<file path="src/rtl/rsr_pkg.sv">
package rsr_pkg;
  typedef enum logic [1:0] {
    RECT_NONE = 2'b00,
    RECT_HALF = 2'b01,
    RECT_FULL = 2'b10,
    RECT_RSVD = 2'b11
  } rect_mode_e;
endpackage

</file>
<file path="src/rtl/rsr_shift_unit.sv">
// Combinational arithmetic shifter: round-half-up on right shifts, zero fill on left shifts.
module rsr_shift_unit #(
  parameter int DATA_W  = 8,
  parameter int SHAMT_W = 3
) (
  input  logic [DATA_W-1:0]  din,
  input  logic [SHAMT_W-1:0] amt,
  input  logic               left,
  output logic [DATA_W-1:0]  dout
);
  // Headroom so that the rounding add and the largest left shift never lose bits.
  localparam int EXT_W = DATA_W + (1 << SHAMT_W) + 1;

  logic signed [EXT_W-1:0] ext;
  logic signed [EXT_W-1:0] half;
  logic signed [EXT_W-1:0] sum;
  logic signed [EXT_W-1:0] rsh;
  logic signed [EXT_W-1:0] lsh;

  always_comb begin
    ext  = EXT_W'($signed(din));
    half = '0;
    if (amt != '0) begin
      half = $signed({{(EXT_W-1){1'b0}}, 1'b1} << (amt - 1'b1));
    end
    sum  = ext + half;
    rsh  = sum >>> amt;
    lsh  = ext << amt;
    if (left) begin
      dout = lsh[DATA_W-1:0];
    end else begin
      dout = rsh[DATA_W-1:0];
    end
  end
endmodule

</file>
<file path="src/rtl/rsr_rectify_unit.sv">
// Combinational rectifier: pass-through, half-wave clamp or full-wave negation.
module rsr_rectify_unit
  import rsr_pkg::*;
#(
  parameter int DATA_W = 8
) (
  input  logic [DATA_W-1:0] din,
  input  rect_mode_e        mode,
  output logic [DATA_W-1:0] dout
);
  logic is_neg;

  always_comb begin
    is_neg = din[DATA_W-1];
    unique case (mode)
      RECT_HALF: dout = is_neg ? '0 : din;
      RECT_FULL: dout = is_neg ? (~din + 1'b1) : din;
      default:   dout = din;
    endcase
  end
endmodule

</file>
<file path="src/rtl/dyn_round_shifter.sv">
// Two-stage pipeline: the shift result is registered, then rectified and registered.
module dyn_round_shifter
  import rsr_pkg::*;
#(
  parameter int DATA_W  = 8,
  parameter int SHAMT_W = 3
) (
  input  logic               clk,
  input  logic               rst_n,
  input  logic               in_valid,
  input  logic [DATA_W-1:0]  in_data,
  input  logic [SHAMT_W-1:0] shift_amt,
  input  logic               shift_left,
  input  logic [1:0]         rect_mode,
  output logic               out_valid,
  output logic [DATA_W-1:0]  out_data
);
  logic [DATA_W-1:0] shifted;
  logic [DATA_W-1:0] rectified;

  logic              s1_valid_q, s1_valid_d;
  logic [DATA_W-1:0] s1_data_q,  s1_data_d;
  rect_mode_e        s1_mode_q,  s1_mode_d;
  logic              s1_en;

  logic              s2_valid_q, s2_valid_d;
  logic [DATA_W-1:0] s2_data_q,  s2_data_d;
  logic              s2_en;

  rsr_shift_unit #(.DATA_W(DATA_W), .SHAMT_W(SHAMT_W)) u_shift (
    .din  (in_data),
    .amt  (shift_amt),
    .left (shift_left),
    .dout (shifted)
  );

  rsr_rectify_unit #(.DATA_W(DATA_W)) u_rect (
    .din  (s1_data_q),
    .mode (s1_mode_q),
    .dout (rectified)
  );

  // Next-state logic
  always_comb begin
    s1_en      = in_valid;
    s1_valid_d = in_valid;
    s1_data_d  = shifted;
    s1_mode_d  = rect_mode_e'(rect_mode);
    s2_en      = s1_valid_q;
    s2_valid_d = s1_valid_q;
    s2_data_d  = rectified;
  end

  // Registers
  always_ff @(posedge clk or negedge rst_n) begin
    if (!rst_n) begin
      s1_valid_q <= 1'b0;
      s1_data_q  <= '0;
      s1_mode_q  <= RECT_NONE;
      s2_valid_q <= 1'b0;
      s2_data_q  <= '0;
    end else begin
      s1_valid_q <= s1_valid_d;
      s2_valid_q <= s2_valid_d;
      if (s1_en) begin
        s1_data_q <= s1_data_d;
        s1_mode_q <= s1_mode_d;
      end
      if (s2_en) begin
        s2_data_q <= s2_data_d;
      end
    end
  end

  assign out_valid = s2_valid_q;
  assign out_data  = s2_data_q;
endmodule

</file>
<file path="config.mk">
export PLATFORM = sky130hd
export DESIGN_NAME = dyn_round_shifter
export DESIGN_NICKNAME = d
export VERILOG_FILES = /design/src/rtl/rsr_pkg.sv /design/src/rtl/rsr_shift_unit.sv /design/src/rtl/rsr_rectify_unit.sv /design/src/rtl/dyn_round_shifter.sv
export SDC_FILE = /design/constraint.sdc
export NUM_CORES = 1
export LEC_CHECK = 0
export BUFFER_PORTS_ARGS = -buffer_cell sky130_fd_sc_hd__buf_4
export CAP_MARGIN = 30
export CORE_MARGIN = 5
export CORE_UTILIZATION = 49
export DETAILED_ROUTE_END_ITERATION = 16
export HOLD_SLACK_MARGIN = 0.02
export PLACE_DENSITY = 0.69
export SKIP_LAST_GASP = 1
export SLEW_MARGIN = 10
export SYNTH_ARGS = -nofsm -noshare
export SYNTH_HDL_FRONTEND = slang
export SYNTH_SLANG_ARGS = --single-unit
</file>
<file path="constraint.sdc">
create_clock -name clk -period 3.2 [get_ports clk]
set_input_delay 0.16 -clock clk [delete_from_list [all_inputs] [get_ports clk]]
set_output_delay 0.16 -clock clk [all_outputs]
set_load 0.1 [all_outputs]
</file>
==> results of run 1 <==
[cell type report]
type / instances / share of cell area
multi-input combinational: 232 / 0.633
sequential: 20 / 0.197
clock inverter: 1 / 0.0118
inverter: 20 / 0.0296
clock buffer: 3 / 0.0163
timing repair buffer: 29 / 0.0868
tap: 52 / 0.0256
[power by group]
part           internal (mW)  total, mW  switching (mW)
sequential             0.293      0.328          0.0348
combinational          0.169      0.549           0.380
clock                  0.167      0.254          0.0871
total                  0.629       1.13           0.502
[synthesized netlist by cell type, types with 3 or more instances]
library cell,number
o2111ai_1,5
dfrtp_1,20
o32ai_1,3
xor2_1,4
o31ai_1,3
o22ai_1,8
mux2i_1,12
nor4_1,3
nor2b_1,6
a21oi_1,14
nand2_1,18
clkbuf_1,9
o221ai_1,3
nand3_1,7
o211ai_1,6
a31oi_1,7
ha_1,12
nor3_1,15
buf_2,5
nor3b_1,3
inv_1,19
o21ai_0,13
nor2_1,34
[worst max path at each step]
| stage | startpoint | endpoint | slack [ns] | cells after the start |
|---|---|---|---|---|
| after floorplan | shift_amt[0] | s1_data_q[2]$_DFFE_PN0P_ | 0.14 | 13 |
| after global placement | shift_amt[2] | s1_data_q[6]$_DFFE_PN0P_ | 0.20 | 13 |
| after detailed placement | shift_amt[2] | s1_data_q[6]$_DFFE_PN0P_ | 0.16 | 13 |
| after CTS | shift_amt[2] | s1_data_q[6]$_DFFE_PN0P_ | 0.41 | 13 |
| after global routing | shift_amt[2] | s1_data_q[2]$_DFFE_PN0P_ | 0.22 | 13 |
| final | shift_amt[2] | s1_data_q[2]$_DFFE_PN0P_ | 0.36 | 13 |
[worst max-delay path, delay by kind of cell]
kind            cells  cell delay [ns]
buf+inv             3             0.43
mux                 1             0.16
simple gates        3             0.50
compound gates      4             1.15
fa+ha+maj           2             0.59
[sequential cells by signal (all words and copies together) (netlist names)]
name,flops
s1_data_q,8
out_data,8
s1_valid_q,1
s1_mode_q,2
out_valid,1
[logic make-up after synthesis]
kind of cell | count (synthesis) | share of synthesized area
buf+inv | 38 | 0.0696
fa+ha+maj | 13 | 0.0752
mux | 14 | 0.0630
other cells | 2 | 0.00332
xor+xnor | 6 | 0.0232
simple gates | 102 | 0.223
compound gates | 95 | 0.322
flops | 20 | 0.221
[layer usage]
| layer | vias to the layer above | wire length (um) | global-route usage |
|---|---|---|---|
| met5 | - | 0 | 0 |
| met4 | 0 | 51 | 0.0220 |
| met3 | 9 | 478 | 0.0313 |
| met2 | 117 | 2650 | 0.297 |
| met1 | 1069 | 2910 | 0.308 |
| li1 | 1120 | - | - |
[metrics by stage]
stage | instance area [um2] | utilization | cells | power [mW]
3_5_place_dp | 2460 | 0.556 | 352 | 0.874
4_1_cts | 2540 | 0.575 | 357 | 1.13
6_report | 2540 | 0.575 | 357 | 1.13
3_3_place_gp | 2460 | 0.556 | 352 | 0.873
2_1_floorplan | 2260 | - | 290 | 0.747
5_1_grt | 2540 | 0.575 | 357 | 1.20
==> metrics.md, run 1 <==
| Metric | Value |
|---|---|
| Antenna Violating Nets Remaining | 0 |
| Clk slew on worst S/H paths | around 0.07 ns |
| Final setup fails | 0 |
| Area of the multi-input gates | about 1600 um2 |
| Tcrit/Tclk final | 0.888 |
| Clock skew | about 0.0082 ns |
| Leading cell types in the layout, fill and taps excluded | nor2_1, buf_4, dfrtp_1 |
| CP startpoint kind | input pin |
| H-tree levels | 1 |
| Largest net degree at the start of global routing | 28 |
| First-pass iteration count of the detailed router | 5 |
| Syn_nets | 320 |
| Power Density | about 450 nW/um2 |
| Synth Flop Type | dfrtp_1 |
| I/O Pins | 26 |
| CTS tree | built |
| Tightest Hold Check Type | input pin to register |
| WL per Instance | 17.1 um |
| Leading area contributor after synthesis | dfrtp_1 |
| Initial antenna violation count | 0 |
| Mean Syn Cell Area | 7.80 um2 |
| Required time worst endpoint | roughly 3.4 ns |
| RSZ-0062 raised after global routing | false |
| Leak | around 1.1 nW |
| CP Class | input pin to register |
| Max-slew headroom | 0.586 |
| Number of global-route vias before repair | ~2.1k |
| Nets | around 340 |
| Register Area | between 500 and 600 um2 |
| WP data arrival | 3.00 ns |
| Crit-path slowest cell | fa_1 |
| Max Clk Rate | roughly 350 MHz |
| Antenna cells | 0 |
| Setup TNS | 0 ns |
| Area grow syn2layout | 12.1% |
| Final WS setup | 0.359 ns |
| Reg2reg end | out_data[4]$_DFFE_PN0P_ |
| Reg2Reg Setup Slack | 1.54 ns |
| Total grt overflow | 0 |
| Cell mode on critical path | inv_1 |
| Syn. warnings | 0 |
| Top cell type's share of synthesized area | 0.221 |
| Hold Buf Count CTS | 1 |
| Worst Path Max Fanout | 16 |
| DRC | 0 |
| Max VDD drop | 0.000259 V |
| RePlAce Congestion | 0.930 |
| Clk_lat worst skew | around 0.26 ns |
| Core box area | 4410 um2 |
| Root buffer cell | clkbuf_8 |
| Hold endpoint | s1_mode_q[0]$_DFFE_PN0P_ |
| Worst Setup End Kind | register |
| Worst Reg2Reg Path Length in Cells | 4 |
| Ranking of synthesized cells by area | dfrtp_1, ha_1, nor2_1 |
| Starting Density | 0.513 |
| EDFF count, synth | 0 |
| Commonest non-fill, non-tap cell in the layout | nor2_1 |
| Die Wd | a little under 80 um |
| Status | complete, no violations |
| Post-synthesis cell count | 290 |
| Clk sinks | 20 |
| Filler cells | roughly 410 |
| Number of synthesized register bits | 20 |
| CTS resizes | 0 |
| Vias per inst | roughly 6.5 |
| CP max stage delay | 0.39 ns |
| Synth Cell Area | between 2000 and 2500 um2 |
| Sequential area share after synthesis | 0.221 |
| Final slew viol count | 0 |
| Via count | about 2.3k |
| Async S/R FF share, synth | 1.00 |
| Tot GR Track Use | 0.198 |
| # port buffers | 25 |
| Clock Tree Buf Depth | 2 |
| Pre-CTS setup slack | about 0.16 ns |
| Reg2Reg Launch Point | s1_mode_q[0]$_DFFE_PN0P_ |
| Distinct cells, synth | approximately 70 |
| # Post-CTS Setup Buffers | 0 |
| Clock period minus worst slack | between 2 and 3 ns |
| Wirelength, routed | between 6 and 7 mm |
| Detailed Place HPWL | about 4.7 mm |
| Total CTS buffers | 3 |
| Hold Startpoint | rect_mode[0] |
| Hold path depth | 3 |
| Die height | just under 80 um |
| Least-Margin Pin Slew | 0.613 ns |
| Detailed router's first-iteration violation count | 309 |
| WHS | 0.110 ns |
| Max-cap violations | 0 |
| Layout cells sized above 1 | 0.157 |
| Final Hold Fails | 0 |
| First-pass GRT wire length | between 10 and 15 mm |
| CP Cell Sequence | buf_4 > inv_1 > nand2_1 > nor2_1 > ha_1 > inv_1 > fa_1 > and2b_2 > o2111ai_4 > a311o_1 > a311oi_2 > mux2i_1 > o32ai_1 |
| FP Rows | 24 |
| Die area | 6080 um2 |
(Power assumes the default switching activity.)
==> run 2, diff against run 1 <==
PLACE_DENSITY = unset   (was 0.69)
PLACE_DENSITY_LB_ADDON = 0.1   (was unset)
==> run 2 against run 1 <==
Net effect:
- combinational power rose by 1%
- sequential power barely moved
- global-route usage rose by 0.48 points
- wire length fell by 2.2%
- first-iteration DRC count fell by 16%
- clock skew fell by 0.0070 ns
- critical path depth did not move
- non-clock buffer count rose by 5
- via count fell by 1.3%
- register-to-register slack got worse by 0.12 ns
- die area did not move
==> metrics.md, run 2 (synthesis results as in run 1) <==
| Metric | Value |
|---|---|
| Status | complete, no violations |
| Core box area | roughly 4400 um2 |
| Layout cells sized above 1 | 0.168 |
| Final Hold Fails | 0 |
| CP startpoint kind | input pin |
| Net Sw Frac | 0.469 |
| RePlAce Congestion | around 0.96 |
| Antenna Violating Nets Remaining | 0 |
| First-pass GRT wire length | 10.4 mm |
| Leak | 1.10 nW |
| Required time worst endpoint | between 3 and 4 ns |
| Filler cells | 422 |
| Clk_lat worst skew | roughly 0.25 ns |
| Nets | 341 |
| CTS tree | built |
| Root buffer cell | clkbuf_8 |
| Total grt overflow | 0 |
| Clock Tree Buf Depth | 2 |
| Hold path depth | 3 |
| Clock skew | roughly 0.0012 ns |
| Clock share of power | 0.152 |
| Worst Reg2Reg Path Length in Cells | 4 |
| WL per Instance | around 17 um |
| Initial antenna violation count | 0 |
| Leading cell types in the layout, fill and taps excluded | nor2_1, buf_4, dfrtp_1 |
| Clk slew on worst S/H paths | roughly 0.070 ns |
| CP Class | input pin to register |
| Detailed router's first-iteration violation count | 261 |
| Hold endpoint | s1_mode_q[1]$_DFFE_PN0P_ |
| Reg2Reg Launch Point | s1_mode_q[0]$_DFFE_PN0P_ |
| Detailed Place HPWL | ~4.6 mm |
| H-tree levels | 1 |
| Final setup fails | 0 |
| DRC | 0 |
| Reg2Reg Setup Slack | 1.42 ns |
| Number of global-route vias before repair | around 2k |
| Max-cap violations | 0 |
| Total CTS buffers | 3 |
| CP max stage delay | ~0.41 ns |
| Reg power frac | 0.315 |
| Die Wd | ~78 um |
| Tcrit/Tclk final | 0.866 |
| Antenna cells | 0 |
| DP Cell Count | 357 |
| CP Cell Sequence | buf_4 > inv_1 > nand2_1 > nor2_1 > ha_1 > inv_1 > fa_1 > and2b_2 > o2111ai_4 > a311o_1 > a311oi_2 > mux2i_1 > o32ai_1 |
| Tot GR Track Use | 0.203 |
| Die height | 78.0 um |
| First-pass iteration count of the detailed router | 4 |
| RSZ-0062 raised after global routing | false |
| I/O Pins | 26 |
| # Post-CTS Setup Buffers | 0 |
| Layout Cells excl Fill | roughly 360 |
| Cell mode on critical path | inv_1 |
| FP Rows | 24 |
| Power Density | 409 nW/um2 |
| WP data arrival | 2.92 ns |
| Gate power share | 0.533 |
| Vias per inst | approximately 6.3 |
| Least-Margin Pin Slew | 0.736 ns |
| Hold Startpoint | rect_mode[1] |
| Internal power | around 550 uW |
| Final slew viol count | 0 |
| Worst Path Max Fanout | 7 |
| Max VDD drop | between 0.0003 and 0.0004 V |
| Max-slew headroom | 0.505 |
| Sw Pwr | 488 uW |
| Wirelength, routed | a little under 6 mm |
| Starting Density | 0.513 |
| Clk sinks | 20 |
| Die area | 6080 um2 |
| Worst Setup End Kind | register |
| Area grow syn2layout | 12.4% |
| Clock period minus worst slack | around 2.8 ns |
| Reg2reg end | out_data[3]$_DFFE_PN0P_ |
| Tightest Hold Check Type | input pin to register |
| Crit-path slowest cell | fa_1 |
| # port buffers | 25 |
| Via count | approximately 2.3k |
| Largest net degree at the start of global routing | 28 |
| Setup TNS | 0 ns |
| Commonest non-fill, non-tap cell in the layout | nor2_1 |
| Max Clk Rate | 361 MHz |
run 2: how the worst max path moves through the flow:
stage / start / to / slack [ns] / depth (start not counted)
after floorplan: shift_amt[0] / s1_data_q[2]$_DFFE_PN0P_ / 0.14 / 13
after global placement: shift_amt[2] / s1_data_q[2]$_DFFE_PN0P_ / 0.30 / 13
after detailed placement: shift_amt[2] / s1_data_q[6]$_DFFE_PN0P_ / 0.19 / 13
after CTS: shift_amt[2] / s1_data_q[6]$_DFFE_PN0P_ / 0.46 / 13
after global routing: shift_amt[2] / s1_data_q[2]$_DFFE_PN0P_ / 0.23 / 13
final: shift_amt[2] / s1_data_q[6]$_DFFE_PN0P_ / 0.43 / 13
run 2: cell type report:
cell class / count / area (um2) / area share
tap: 52 / 65.1 / 0.0256
timing repair buffer: 34 / 258 / 0.101
inverter: 20 / 75.1 / 0.0295
clock buffer: 3 / 41.3 / 0.0162
multi-input combinational: 232 / 1610 / 0.631
sequential: 20 / 500 / 0.197
run 2: critical path: cells and delay by family:
kind | cells | cell delay, ns
AO/OA/AOI/OAI | 4 | 1.13
adder cells (fa/ha/maj) | 2 | 0.60
buffers and inverters | 3 | 0.35
multiplexers | 1 | 0.18
AND/OR/NAND/NOR | 3 | 0.51
run 2: per-layer routing:
| layer | track usage | share of wire | vias to the layer above | routed length, um |
|---|---|---|---|---|
| li1 | - | - | 1131 | - |
| met1 | 0.326 | 0.49 | 1056 | 2910 |
| met2 | 0.286 | 0.42 | 88 | 2510 |
| met3 | 0.0382 | 0.078 | 9 | 465 |
| met4 | 0.0253 | 0.011 | 0 | 67 |
| met5 | 0 | 0 | - | 0 |
run 2: what timing repair did:
item / CTS / global route
endpoints found under the hold margin: 20 / 0
gates resized for setup: 0 / 0
hold buffers: 1 / 0
run 2: power groups by stage:
stage | Sequential, mW | Combinational [mW] | Clock, mW
6_report | 0.328 | 0.555 | 0.158
5_1_grt | 0.333 | 0.601 | 0.179
4_1_cts | 0.327 | 0.552 | 0.162
3_5_place_dp | 0.332 | 0.549 | 0
3_3_place_gp | 0.331 | 0.548 | 0
2_1_floorplan | 0.492 | 0.255 | 0
run 2: stage by stage:
step / util / area (um2) / hold WS (ns) / total power, mW / setup WS, ns
floorplan: - / 2260 / -0.136 / 0.747 / 0.144
global placement: 0.565 / 2490 / 0.0501 / 0.879 / 0.297
detailed placement: 0.565 / 2490 / 0.0525 / 0.881 / 0.194
CTS: 0.577 / 2540 / 0.112 / 1.04 / 0.462
global route: 0.577 / 2540 / 0.107 / 1.11 / 0.226
finish: 0.577 / 2540 / 0.112 / 1.04 / 0.430
